`config.mk`:
```
export PLATFORM = sky130hd
export DESIGN_NAME = cop_port_unit
export DESIGN_NICKNAME = d
export VERILOG_FILES = /design/src/rtl/cop_pkg.sv /design/src/rtl/cop_decode.sv /design/src/rtl/cop_fifo.sv /design/src/rtl/cop_exec_stub.sv /design/src/rtl/cop_port_unit.sv
export SDC_FILE = /design/constraint.sdc
export NUM_CORES = 1
export LEC_CHECK = 0
export CAP_MARGIN = 30
export CORE_MARGIN = 1
export CORE_UTILIZATION = 43
export CTS_BUF_LIST = sky130_fd_sc_hd__clkbuf_16
export DETAILED_ROUTE_END_ITERATION = 16
export DONT_BUFFER_PORTS = 1
export PLACE_DENSITY = 0.68
export SYNTH_ARGS = -nofsm -noshare
export SYNTH_HDL_FRONTEND = slang
export SYNTH_SLANG_ARGS = --single-unit
```
`constraint.sdc`:
```
create_clock -name clk_i -period 6.9 [get_ports clk_i]
set_input_delay 0.345 -clock clk_i [delete_from_list [all_inputs] [get_ports clk_i]]
set_output_delay 0.345 -clock clk_i [all_outputs]
set_load 0.02 [all_outputs]
```
`src/rtl/cop_pkg.sv`:
```
package cop_pkg;
  localparam int unsigned DW = 16;

  typedef enum logic [1:0] {
    P_OP   = 2'd0,
    P_DATA = 2'd1,
    P_PTR  = 2'd2,
    P_STAT = 2'd3
  } port_e;

  typedef enum logic [1:0] {
    C_PLAIN = 2'd0,
    C_LOAD  = 2'd1,
    C_STORE = 2'd2,
    C_CLEAR = 2'd3
  } op_class_e;

  typedef enum logic [2:0] {
    S_IDLE, S_WPTR, S_FILL, S_EXEC, S_PUSH, S_DRAIN
  } state_e;
endpackage

```
`src/rtl/cop_decode.sv`:
```
module cop_decode
  import cop_pkg::*;
(
  input  logic [DW-1:0] op_i,
  output op_class_e     cls_o,
  output logic [4:0]    len_o,
  output logic [2:0]    cnt_o,
  output logic          exc_o,
  output logic [DW-1:0] status_o
);
  always_comb begin
    cls_o = op_class_e'(op_i[13:12]);
    len_o = {1'b0, op_i[7:4]} + 5'd1;
    cnt_o = {1'b0, op_i[1:0]} + 3'd1;
    exc_o = op_i[8];
    status_o = '0;
    status_o[0] = (cls_o != C_CLEAR);
    status_o[1] = (cls_o == C_LOAD) || (cls_o == C_STORE);
    status_o[2] = (cls_o == C_STORE);
    if (status_o[1]) status_o[7:4] = {1'b0, cnt_o};
  end
endmodule

```
`src/rtl/cop_fifo.sv`:
```
module cop_fifo #(
  parameter int unsigned W     = 16,
  parameter int unsigned DEPTH = 4,
  localparam int unsigned AW   = (DEPTH > 1) ? $clog2(DEPTH) : 1,
  localparam int unsigned CW   = $clog2(DEPTH + 1)
) (
  input  logic          clk_i,
  input  logic          rst_ni,
  input  logic          flush_i,
  input  logic          push_i,
  input  logic [W-1:0]  wdata_i,
  input  logic          pop_i,
  output logic [W-1:0]  rdata_o,
  output logic [CW-1:0] cnt_o,
  output logic          full_o,
  output logic          empty_o
);
  logic [W-1:0]  mem_q [DEPTH];
  logic [AW-1:0] wp_q, rp_q;
  logic          do_push, do_pop;

  assign full_o  = (cnt_o == CW'(DEPTH));
  assign empty_o = (cnt_o == '0);
  assign do_push = push_i && !full_o;
  assign do_pop  = pop_i && !empty_o;
  assign rdata_o = mem_q[rp_q];

  function automatic logic [AW-1:0] inc(input logic [AW-1:0] p);
    return (p == AW'(DEPTH - 1)) ? '0 : p + AW'(1);
  endfunction

  always_ff @(posedge clk_i or negedge rst_ni) begin
    if (!rst_ni) begin
      wp_q <= '0; rp_q <= '0; cnt_o <= '0;
    end else if (flush_i) begin
      wp_q <= '0; rp_q <= '0; cnt_o <= '0;
    end else begin
      if (do_push) wp_q <= inc(wp_q);
      if (do_pop)  rp_q <= inc(rp_q);
      cnt_o <= cnt_o + CW'(do_push) - CW'(do_pop);
    end
  end

  for (genvar g = 0; g < DEPTH; g++) begin : g_slot
    always_ff @(posedge clk_i or negedge rst_ni) begin
      if (!rst_ni) mem_q[g] <= '0;
      else if (do_push && !flush_i && wp_q == AW'(g)) mem_q[g] <= wdata_i;
    end
  end
endmodule

```
`src/rtl/cop_exec_stub.sv`:
```
module cop_exec_stub #(
  parameter int unsigned LW = 5
) (
  input  logic          clk_i,
  input  logic          rst_ni,
  input  logic          start_i,
  input  logic [LW-1:0] len_i,
  output logic          done_o
);
  logic [LW-1:0] cnt_q;
  logic          run_q;

  assign done_o = run_q && (cnt_q == LW'(1));

  always_ff @(posedge clk_i or negedge rst_ni) begin
    if (!rst_ni) begin
      cnt_q <= '0; run_q <= 1'b0;
    end else if (start_i) begin
      cnt_q <= len_i; run_q <= 1'b1;
    end else if (run_q) begin
      cnt_q <= cnt_q - LW'(1);
      if (done_o) run_q <= 1'b0;
    end
  end
endmodule

```
`src/rtl/cop_port_unit.sv`:
```
module cop_port_unit
  import cop_pkg::*;
#(
  parameter int unsigned DEPTH = 4,
  localparam int unsigned CW   = $clog2(DEPTH + 1)
) (
  input  logic          clk_i,
  input  logic          rst_ni,
  input  logic          sel_a_i,
  input  logic          sel_b_i,
  input  logic          wr_i,
  input  logic          rd_i,
  input  logic [1:0]    port_i,
  input  logic [15:0]   wdata_i,
  output logic [15:0]   rdata_o,
  output logic          busy_o,
  output logic          pereq_o,
  output logic          error_o
);
  state_e        st_q;
  logic [DW-1:0] nxt_q, cur_q, ptr_q;
  logic          pend_q, err_q;
  logic [2:0]    got_q, idx_q;

  op_class_e     n_cls, c_cls;
  logic [4:0]    n_len, c_len;
  logic [2:0]    n_cnt, c_cnt;
  logic          n_exc, c_exc;
  logic [DW-1:0] n_stat, c_stat;

  logic          acc, wr_op, wr_dat, wr_ptr, rd_dat;
  logic          take, push, pop, flush, ex_start, ex_done, last_in;
  logic [DW-1:0] push_data, head;
  logic [CW-1:0] fifo_cnt;
  logic          full, empty;

  cop_decode u_dec_nxt (.op_i(nxt_q), .cls_o(n_cls), .len_o(n_len),
                        .cnt_o(n_cnt), .exc_o(n_exc), .status_o(n_stat));
  cop_decode u_dec_cur (.op_i(cur_q), .cls_o(c_cls), .len_o(c_len),
                        .cnt_o(c_cnt), .exc_o(c_exc), .status_o(c_stat));

  // both selects in the same clock qualify a bus cycle
  assign acc    = sel_a_i && sel_b_i;
  assign wr_op  = acc && wr_i && (port_i == P_OP);
  assign wr_dat = acc && wr_i && (port_i == P_DATA);
  assign wr_ptr = acc && wr_i && (port_i == P_PTR);
  assign rd_dat = acc && rd_i && (port_i == P_DATA);

  assign take    = (st_q == S_IDLE) && pend_q;
  assign pereq_o = ((st_q == S_FILL) && !full) || ((st_q == S_DRAIN) && !empty);
  assign push    = ((st_q == S_FILL) && wr_dat && !full) || (st_q == S_PUSH);
  assign pop     = (st_q == S_DRAIN) && rd_dat && !empty;
  assign last_in = (got_q + 3'd1) == c_cnt;
  assign flush   = (st_q == S_EXEC) && ex_done && (c_cls == C_LOAD);
  assign push_data = (st_q == S_PUSH) ? ptr_q + DW'(idx_q) : wdata_i;

  assign ex_start = (take && n_cls == C_PLAIN)
                 || ((st_q == S_WPTR) && wr_ptr && c_cls == C_STORE)
                 || ((st_q == S_FILL) && push && last_in);

  cop_exec_stub #(.LW(5)) u_exec (
    .clk_i, .rst_ni, .start_i(ex_start),
    .len_i(take ? n_len : c_len), .done_o(ex_done)
  );

  cop_fifo #(.W(DW), .DEPTH(DEPTH)) u_fifo (
    .clk_i, .rst_ni, .flush_i(flush), .push_i(push), .wdata_i(push_data),
    .pop_i(pop), .rdata_o(head), .cnt_o(fifo_cnt), .full_o(full), .empty_o(empty)
  );

  always_ff @(posedge clk_i or negedge rst_ni) begin
    if (!rst_ni) begin
      st_q <= S_IDLE; nxt_q <= '0; cur_q <= '0; ptr_q <= '0;
      pend_q <= 1'b0; err_q <= 1'b0; got_q <= '0; idx_q <= '0;
    end else begin
      if (wr_op)  nxt_q <= wdata_i;
      if (wr_ptr) ptr_q <= wdata_i;
      if (wr_op)     pend_q <= 1'b1;
      else if (take) pend_q <= 1'b0;
      unique case (st_q)
        S_IDLE: if (pend_q) begin
          cur_q <= nxt_q;
          unique case (n_cls)
            C_CLEAR: err_q <= 1'b0;
            C_PLAIN: st_q  <= S_EXEC;
            default: st_q  <= S_WPTR;
          endcase
        end
        S_WPTR: if (wr_ptr) begin
          got_q <= '0;
          st_q  <= (c_cls == C_LOAD) ? S_FILL : S_EXEC;
        end
        S_FILL: if (push) begin
          got_q <= got_q + 3'd1;
          if (last_in) st_q <= S_EXEC;
        end
        S_EXEC: if (ex_done) begin
          if (c_exc) err_q <= 1'b1;
          idx_q <= '0;
          st_q  <= (c_cls == C_STORE) ? S_PUSH : S_IDLE;
        end
        S_PUSH: begin
          idx_q <= idx_q + 3'd1;
          if ((idx_q + 3'd1) == c_cnt) st_q <= S_DRAIN;
        end
        S_DRAIN: if (pop && fifo_cnt == CW'(1)) st_q <= S_IDLE;
        default: st_q <= S_IDLE;
      endcase
    end
  end

  assign busy_o  = (st_q != S_IDLE) || pend_q;
  assign error_o = err_q;
  assign rdata_o = (port_i == P_STAT) ? n_stat : head;
endmodule

```
* Yosys cells after proc, flatten, opt, wreduce, memory -nomap -nowiden *
Cells that the tools add are included.

operators by class
  add/subtract/negate cells = 12
  $mul = 0
  divide/modulo/power cells = 0
  $lt $le $gt $ge = 1
  equal/unequal tests = 33
  shift-type cells = 0
  mux-type cells = 42
  bitwise logic cells = 1
  reduce and logical (&&, ||, !) cells = 57

operators by type and width
  operator             count
  $mux 16              4
  $mux 3               13
  $bmux 16 s2          1
  $logic_and 1x1->1    30
  $pmux 3 s2           3
  $pmux 3 s6           1
  $add 16x3->16        1
  $eq 2x2->1 const B   8
  $ne 2x2->1 const B   8
  $mux 5               3
  $reduce_bool 2->1    7
  $mux 2               6
  $add 4x1->5 const B  2
  $mux 1               10
  $eq 3x3->1 const B   3
  $eq 2x1->1 const B   4
  $reduce_and 8->1     1
  $add 2x1->3 const B  2
  $add 3x1->3 const B  2
  $eq 3x1->1 const B   2
  $eq 3x2->1 const B   2
  $eq 3x3->1           2
  $logic_not 2->1      3
  $logic_not 3->1      2
  15 further kinds     26

word-level totals
  register bits after elaboration = 132
  bits in latches = 0
  memory bits (writable) = 0
  ROM bits = 0
  input port bits = 24
  output and inout port bits = 19
  word-level logic and storage cells = 163
  memories = 0

* Depth between registers and ports, before layout *
Gate-level depths: netlist of run 1.

  depth after elaboration = 10
  mapped depth = 11

* By module *
Synthesis of run 1 repeated with hierarchy kept, for this count alone.

unflattened totals
  cells, all modules = 606
  area total of the unflattened synthesis = 7472.2 sq um

modules (own cells, without submodules)
  module         times used  cells each  area each (sq um)
  cop_port_unit  1           310         3363.2
  cop_fifo       1           202         3338.2
  cop_decode     2           30          216.5
  cop_exec_stub  1           34          337.8

* Least setup slack after synthesis of run 1 *
OpenSTA, ideal clock, no wires.

  path kind = flip-flop to flip-flop
  start point = register st_q[1]
  end point = register u_exec.cnt_q[1]
  setup time = 0.125 ns
  arrival time = 2.167 ns
  required time = 6.775 ns
  slack = 4.608 ns
  cell stages (with the launch flop) = 6
  period minus slack after synthesis = 2.292 ns
  cell sequence = dfrtp_1 nor4b_4 clkbuf_1 mux2_2 ha_1 mux2_2

on the way
  cells in the longest elaborated chain, start to end = 8
  elaborated cells on any way between the ends = 18
  those cells by class = eq/ne: 3; mux: 2; reduce/logical: 13

RTL lines
  element                                             RTL line                                  source
  from (decl)                                         cop_port_unit.sv:20                       state_e st_q;
  from (signal assigned)                              cop_port_unit.sv:91                       st_q <= (c_cls == C_LOAD) ? S_FILL : S_EXEC;
  from (signal assigned)                              cop_port_unit.sv:100                      st_q <= (c_cls == C_STORE) ? S_PUSH : S_IDLE;
  $eq 3x2->1                                          cop_port_unit.sv:51, cop_port_unit.sv:59
  $logic_and 1x1->1 (2 in a row)                      cop_port_unit.sv:51                       assign push = ((st_q == S_FILL) && wr_dat && !full) || (st_q == S_PUSH);
  $logic_or 1x1->1                                    cop_port_unit.sv:51
  $logic_and 1x1->1 (2 in a row)                      cop_port_unit.sv:59                       || ((st_q == S_FILL) && push && last_in);
  $logic_or 1x1->1                                    cop_port_unit.sv:59
  $mux 5 / $reduce_bool 2->1 (equally long branches)  --
  to (signal assigned)                                cop_exec_stub.sv:21                       cnt_q <= cnt_q - LW'(1);
  to (decl)                                           cop_exec_stub.sv:10                       logic [LW-1:0] cnt_q;

Parallel ways exist; a longest one is shown, timed or not.
A chain may end at the register's enable or synchronous reset.

* Worst setup path after layout of run 1 *
  start point = register st_q[2]
  end point = register u_fifo.cnt_o[1]

on the way
  cells in the longest elaborated chain, start to end = 8
  elaborated cells on any way between the ends = 16
  those cells by class = add/sub: 2; eq/ne: 4; mux: 1; reduce/logical: 9

RTL lines
  element                         RTL line             source
  $eq 3x2->1                      cop_port_unit.sv:51
  $logic_and 1x1->1 (2 in a row)  cop_port_unit.sv:51
  $logic_or 1x1->1                cop_port_unit.sv:51
  $logic_and 1x1->1               cop_fifo.sv:24       assign do_push = push_i && !full_o;
  $add 3x1->3                     cop_fifo.sv:40       cnt_o <= cnt_o + CW'(do_push) - CW'(do_pop);
  $sub 3x1->3                     cop_fifo.sv:40
  $mux 3 (*)                      cop_fifo.sv:35       end else if (flush_i) begin
  to (signal assigned)            cop_fifo.sv:40
  to (decl)                       cop_fifo.sv:14       output logic [CW-1:0] cnt_o,

Mark *: on every way between the ends. The rest lies on a longest branch, timed or not.

==> results.sh, run 1 <==
export IMPL_status="complete, but fails checks"
export IMPL_violations="design-rule violations"
export IMPL_yosys_area_top_type="dfrtp_1"
export IMPL_critPathCaptureType="flop"
export IMPL_pwr_share_comb_pct=23.7
export IMPL_via_count=4177
export IMPL_die_w_microns=125
export IMPL_drive_gt1_share_pct=25.7
export IMPL_yosys_top_cells_count="dfrtp_1, mux2_2, nand2_1"
export IMPL_initial_core_util_pct=44.5
export IMPL_gr_total_overflow=0
export IMPL_drt_iter0_markers=304
export IMPL_die_y_microns=125
export IMPL_p_seq_share_pct=42.2
export IMPL_yosys_top_cells_area="dfrtp_1, mux2_2, mux4_2"
export IMPL_diodes=0
export IMPL_drc=3
export IMPL_synth_distinct_cells=62
export IMPL_clockRootBuffer="clkbuf_16"
export IMPL_wire_per_inst_microns=18.6
export IMPL_cp_required_ps=7190
export IMPL_area_growth_pct=11.0
export IMPL_netlist_area_sq_um=6540
export IMPL_synth_edf_count=0
export IMPL_ys_ff_latch=122
export IMPL_hpwl_microns=9380
export IMPL_num_io_pins=43
export IMPL_p_per_area_nw_per_um2=343
export IMPL_criticalPathCategory="flop to flop"
export IMPL_coreArea_sq_um=14700
export IMPL_finalSetupTns_ps=0
export IMPL_hold_buffers=2
export IMPL_h_tree_depth=4
export IMPL_netlist_instances=543
export IMPL_cts_buffers=17
export IMPL_routed_wl_microns=13800
export IMPL_num_rows=44
export IMPL_reg2reg_depth=6
export IMPL_avgViaCountPerCell=5.64
export IMPL_swShare_pct=32.2
export IMPL_slew_headroom_pct=40.1
export IMPL_power_internal_uw=1690
export IMPL_clkSlewWorstSetupHoldPaths_ps=60
export IMPL_grtUsageTotal_pct=19.0
export IMPL_worstPathMaxFanout=22
export IMPL_critPathArrivalTime_ps=3270
export IMPL_hold_viol=0
export IMPL_period_minus_slack_ps=2980
export IMPL_drv_slew=0
export IMPL_clock_fmax_ghz=0.336
export IMPL_yosysWarnings=0
export IMPL_antenna_found_initial=0
export IMPL_synth_nets=589
export IMPL_p_leak_uw=0.00325
export IMPL_fin_nets=589
export IMPL_start_kind="flop"
export IMPL_synth_seq_area_share_pct=46.7
export IMPL_rsz0062_at_grt="false"
export IMPL_fillers=1254
export IMPL_worstMarginPinSlew_ps=899
export IMPL_cts_sinks=122
export IMPL_final_setup_skew_ps=7.88
export IMPL_die_area_sq_um=15700
export IMPL_synth_flop_cell="dfrtp_1"
export IMPL_syn_area_per_cell_sq_um=12.0
export IMPL_hold_depth=1
export IMPL_power_frac_clock_pct=34.1
export IMPL_ctsResizeCount=0
export IMPL_peakVddDrop_uv=261
export IMPL_yosysTopAreaCellShare_pct=46.7
export IMPL_hold_ws_ps=40.3
export IMPL_setup_viol=0
export IMPL_holdCritPathClass="input pin to flop"
export IMPL_clk_path_buf_depth=2
export IMPL_maxCapViolCount=0
export IMPL_firstDrtPassIters=11
export IMPL_routabilityCongestion=0.804
export IMPL_synthArstFlopShare_pct=100
export IMPL_io_buffers=0
export IMPL_post_route_period_util_pct=43.2
export IMPL_power_switching_uw=803
export IMPL_post_cts_buffers=0
export IMPL_cts_tree="yes"
export IMPL_clock_latency_ps=420
export IMPL_grt_pass1_vias=4213
export IMPL_grt_max_degree=123
export IMPL_synth_most_common_cell="dfrtp_1"
export IMPL_grt_pass1_wl_microns=22900
export IMPL_power_uw=2490
export IMPL_postRouteAntennaNets=0
==> layout by cell type (no fill, tap or decap), drive strengths merged, types with 3 or more instances in the layout <==
cell type  Yosys  layout
nor2          33      33
a22o           4       4
inv           15      22
xor2           4       4
xnor2         20      20
mux4          16      16
nand4          4       4
a21oi         19      19
nor4b          3       3
a311oi         3       3
o21ai         34      34
or3            6       6
nand2b         4       4
nand3         15      15
nor2b          6       6
o31ai          5       5
nor3           3       3
clkbuf         9      17
mux2i         11      11
ha            20      20
nand2         42      42
mux2          84      84
clkinv         0       5
buf           15       4
dfrtp        122     122
and2          15      15
a31oi          4       4
==> metal layers <==
layer | global-route usage (%) | vias to the layer above | wire, microns
li1 | - | 1963 | -
met1 | 24.6 | 2120 | 6290
met2 | 31.0 | 83 | 6740
met3 | 5.35 | 11 | 588
met4 | 5.60 | 0 | 148
met5 | 0 | - | 0
==> critical path: stages, from the launching register on <==
cell     delay [ps]
dfrtp_1         670
or3b_1          760
o21ai_4         300
and2_1          350
ha_1            220
fa_1            410
nor2b_1         140
==> state kept, by name (all words and copies together) (netlist names) <==
signal / cells
got_q: 3
nxt_q: 9
cur_q: 9
u_fifo.mem_q: 64
ptr_q: 16
pend_q: 1
u_fifo.cnt_o: 3
u_fifo.wp_q: 2
st_q: 3
idx_q: 3
u_exec.cnt_q: 5
error_o: 1
u_exec.run_q: 1
u_fifo.rp_q: 2
==> path summary, 6_finish.rpt <==
| check | start | endpoint | slack, ps |
|---|---|---|---|
| min in group asynchronous | rst_ni | got_q[0] | 540 |
| max | st_q[2] | u_fifo.cnt_o[1] | 3920 |
| min reg2reg | u_fifo.mem_q[17] | u_fifo.mem_q[17] | 480 |
| min | port_i[1] | pend_q | 40 |
| max in group asynchronous | rst_ni | u_fifo.mem_q[30] | 5890 |
| max reg2reg | st_q[2] | u_fifo.cnt_o[1] | 3920 |
==> cell type report <==
cell class                      count  area [sq um]  share of cell area, %
Multi-Input combinational cell    382          3290                   45.4
Sequential cell                   122          3050                   42.1
Clock buffer                       17           425                   5.86
Tap cell                          184           230                   3.17
Clock inverter                     15           139                   1.91
Timing Repair Buffer                5          60.1                  0.827
Inverter                           15          56.3                  0.776
==> stage by stage <==
stage	std cells	instance area (sq um)	worst slack (ps)	util (%)
floorplan	543	6540	4610	-
global placement	706	6660	4080	45.3
detailed placement	706	6660	3940	45.3
CTS	740	7260	3920	49.4
global route	740	7260	3790	49.4
finish	740	7260	3920	49.4
==> cells by family after synthesis <==
family / Yosys count / share of synthesized area [%]
fa+ha+maj: 22 / 4.44
buf+inv: 39 / 2.97
xor+xnor: 24 / 3.22
mux: 111 / 21.9
simple gates: 146 / 12.8
compound gates: 79 / 7.96
flops: 122 / 46.7
==> power by group through the flow <==
stage | registers (uW) | clock network [uW] | logic [uW]
floorplan | 1000 | 0 | 510
global placement | 1050 | 0 | 559
detailed placement | 1060 | 0 | 578
CTS | 1050 | 866 | 599
global route | 1080 | 896 | 655
finish | 1050 | 850 | 590
(Power assumes the default switching activity.)
==> inputs of run 2 (changes only) <==
==> constraint.sdc (replaced) <==
create_clock -name clk_i -period 2.8 [get_ports clk_i]
set_input_delay 0.14 -clock clk_i [delete_from_list [all_inputs] [get_ports clk_i]]
set_output_delay 0.14 -clock clk_i [all_outputs]
set_load 0.02 [all_outputs]
==> results.sh, run 2 (synthesis results as in run 1) <==
export IMPL_status="complete, but fails checks"
export IMPL_violations="design-rule violations, negative hold slack"
export IMPL_top_regs="u_fifo.mem_q x64, ptr_q x16"
export IMPL_layout_common_cells="dfrtp_1, mux2_2, nand2_1"
export IMPL_via_count=4314
export IMPL_clk_path_buf_depth=2
export IMPL_holdCritPathClass="input pin to asynchronous set/reset pin"
export IMPL_drv_slew=0
export IMPL_diodes=0
export IMPL_drc=3
export IMPL_grt_pass1_vias=4492
export IMPL_clkSlewWorstSetupHoldPaths_ps=60
export IMPL_gr_total_overflow=0
export IMPL_num_rows=44
export IMPL_p_leak_uw=0.00343
export IMPL_largest_register_ffs=64
export IMPL_num_io_pins=43
export IMPL_maxCapViolCount=0
export IMPL_final_setup_skew_ps=8.74
export IMPL_drt_iter0_markers=211
export IMPL_worst_slack_ps=316
export IMPL_top_usage_layer="met2"
export IMPL_cts_sinks=122
export IMPL_routabilityCongestion=0.808
export IMPL_critPathCaptureType="flop"
export IMPL_hold_viol=122
export IMPL_clock_fmax_ghz=0.403
export IMPL_drive_gt1_share_pct=26.0
export IMPL_grtUsageTotal_pct=20.3
export IMPL_wire_per_inst_microns=19.1
export IMPL_routed_wl_microns=14600
export IMPL_r2r_slack_ps=320
export IMPL_cp_required_ps=3160
export IMPL_worstMarginPinSlew_ps=913
export IMPL_grt_util_met3_pct=5.73
export IMPL_slew_headroom_pct=39.1
export IMPL_dp_slack_ps=336
export IMPL_area_growth_pct=16.0
export IMPL_clockRootBuffer="clkbuf_16"
export IMPL_p_per_area_nw_per_um2=859
export IMPL_ctsResizeCount=0
export IMPL_max_stage_delay_ps=450
export IMPL_hold_buffers=18
export IMPL_avgViaCountPerCell=5.62
export IMPL_post_cts_buffers=0
export IMPL_crit_path_end="u_fifo.mem_q[38]"
export IMPL_postRouteAntennaNets=0
export IMPL_reg2reg_depth=7
export IMPL_initial_core_util_pct=44.5
export IMPL_peakVddDrop_uv=494
export IMPL_fin_nets=617
export IMPL_die_y_microns=125
export IMPL_io_buffers=0
export IMPL_worst_path_max_delay_cell="a21oi_1"
export IMPL_die_w_microns=125
export IMPL_criticalPathCategory="flop to flop"
export IMPL_grt_pass1_wl_microns=24200
export IMPL_finalSetupTns_ps=0
export IMPL_critPathArrivalTime_ps=2840
export IMPL_rsz0062_at_grt="false"
export IMPL_die_area_sq_um=15700
export IMPL_met1_usage_pct=26.2
export IMPL_r2r_start="idx_q[0]"
export IMPL_hold_ws_ps=-576
export IMPL_hpwl_microns=9960
export IMPL_fin_cells=768
export IMPL_grt_use_met2_pct=32.9
export IMPL_antenna_found_initial=0
export IMPL_period_minus_slack_ps=2480
export IMPL_firstDrtPassIters=10
export IMPL_cts_tree="yes"
export IMPL_r2r_end="u_fifo.mem_q[38]"
export IMPL_coreArea_sq_um=14700
export IMPL_start_kind="flop"
export IMPL_setup_viol=0
export IMPL_cts_buffers=17
export IMPL_regMostFlops="u_fifo.mem_q"
export IMPL_grt_max_degree=123
export IMPL_startpoint="idx_q[0]"
export IMPL_worstPathCellList="ha_1 > fa_1 > a21oi_1 > nor2_1 > xnor2_1 > o21ai_0 > mux2_2"
export IMPL_clock_latency_ps=420
export IMPL_worstPathMaxFanout=6
export IMPL_dp_cells=718
export IMPL_power_uw=6510
export IMPL_final_common_cell="dfrtp_1"
export IMPL_h_tree_depth=4
export IMPL_post_route_period_util_pct=88.7
-- run 2: cell types whose count changed in the layout (fill, tap and decap cells not counted), moves of 2 or more --
cell and delta:
clkinvlp_4 -2, buf_4 +12, dlygate4sd3_1 +17, bufinv_16 +5, inv_1 +3, inv_6 -5
-- run 2: area by class of cell --
class	instances	area, sq um
inverters	15	56.3
flip-flops and latches	122	3050
well taps	184	230
clock buffers	17	425
multi-input cells	382	3290
repair buffers	33	293
fillers	1245	7120
clock inverters	15	231
-- run 2: metrics by stage --
step | util [%] | instance area, sq um
2_1_floorplan | - | 6540
4_1_cts | 51.6 | 7580
3_5_place_dp | 45.9 | 6750
6_report | 51.6 | 7580
5_1_grt | 51.6 | 7580
3_3_place_gp | 45.9 | 6750
-- run 2: worst min-delay path by stage --
stage / cells past startpoint / start / slack [ps] / to
6_report: 0 / rst_ni / -580 / st_q[1]
5_1_grt: 0 / rst_ni / -600 / u_fifo.wp_q[0]
4_1_cts: 0 / rst_ni / -600 / u_exec.run_q
3_5_place_dp: 0 / rst_ni / -150 / got_q[2]
3_3_place_gp: 0 / rst_ni / -150 / got_q[2]
2_1_floorplan: 0 / rst_ni / -160 / cur_q[0]
-- run 2: per-layer routing --
metal	share of wire, %	wire, microns
met5	0	0
met4	1.6	238
met3	4.5	658
met2	49	7220
met1	45	6530
-- run 2: worst max-delay path: cells and delay by family, from the launching register on --
kind                       cells  cell delay (ps)
DFF                            1              420
adders and majority gates      2              640
AOI/OAI and AO/OA              2              850
and+or+nand+nor                1              120
xor gates and xnor gates       1              140
muxes                          1              250
-- run 2: power breakdown --
part / internal, uW / switching (uW)
logic: 777 / 742
clock network: 1660 / 784
registers: 2190 / 359
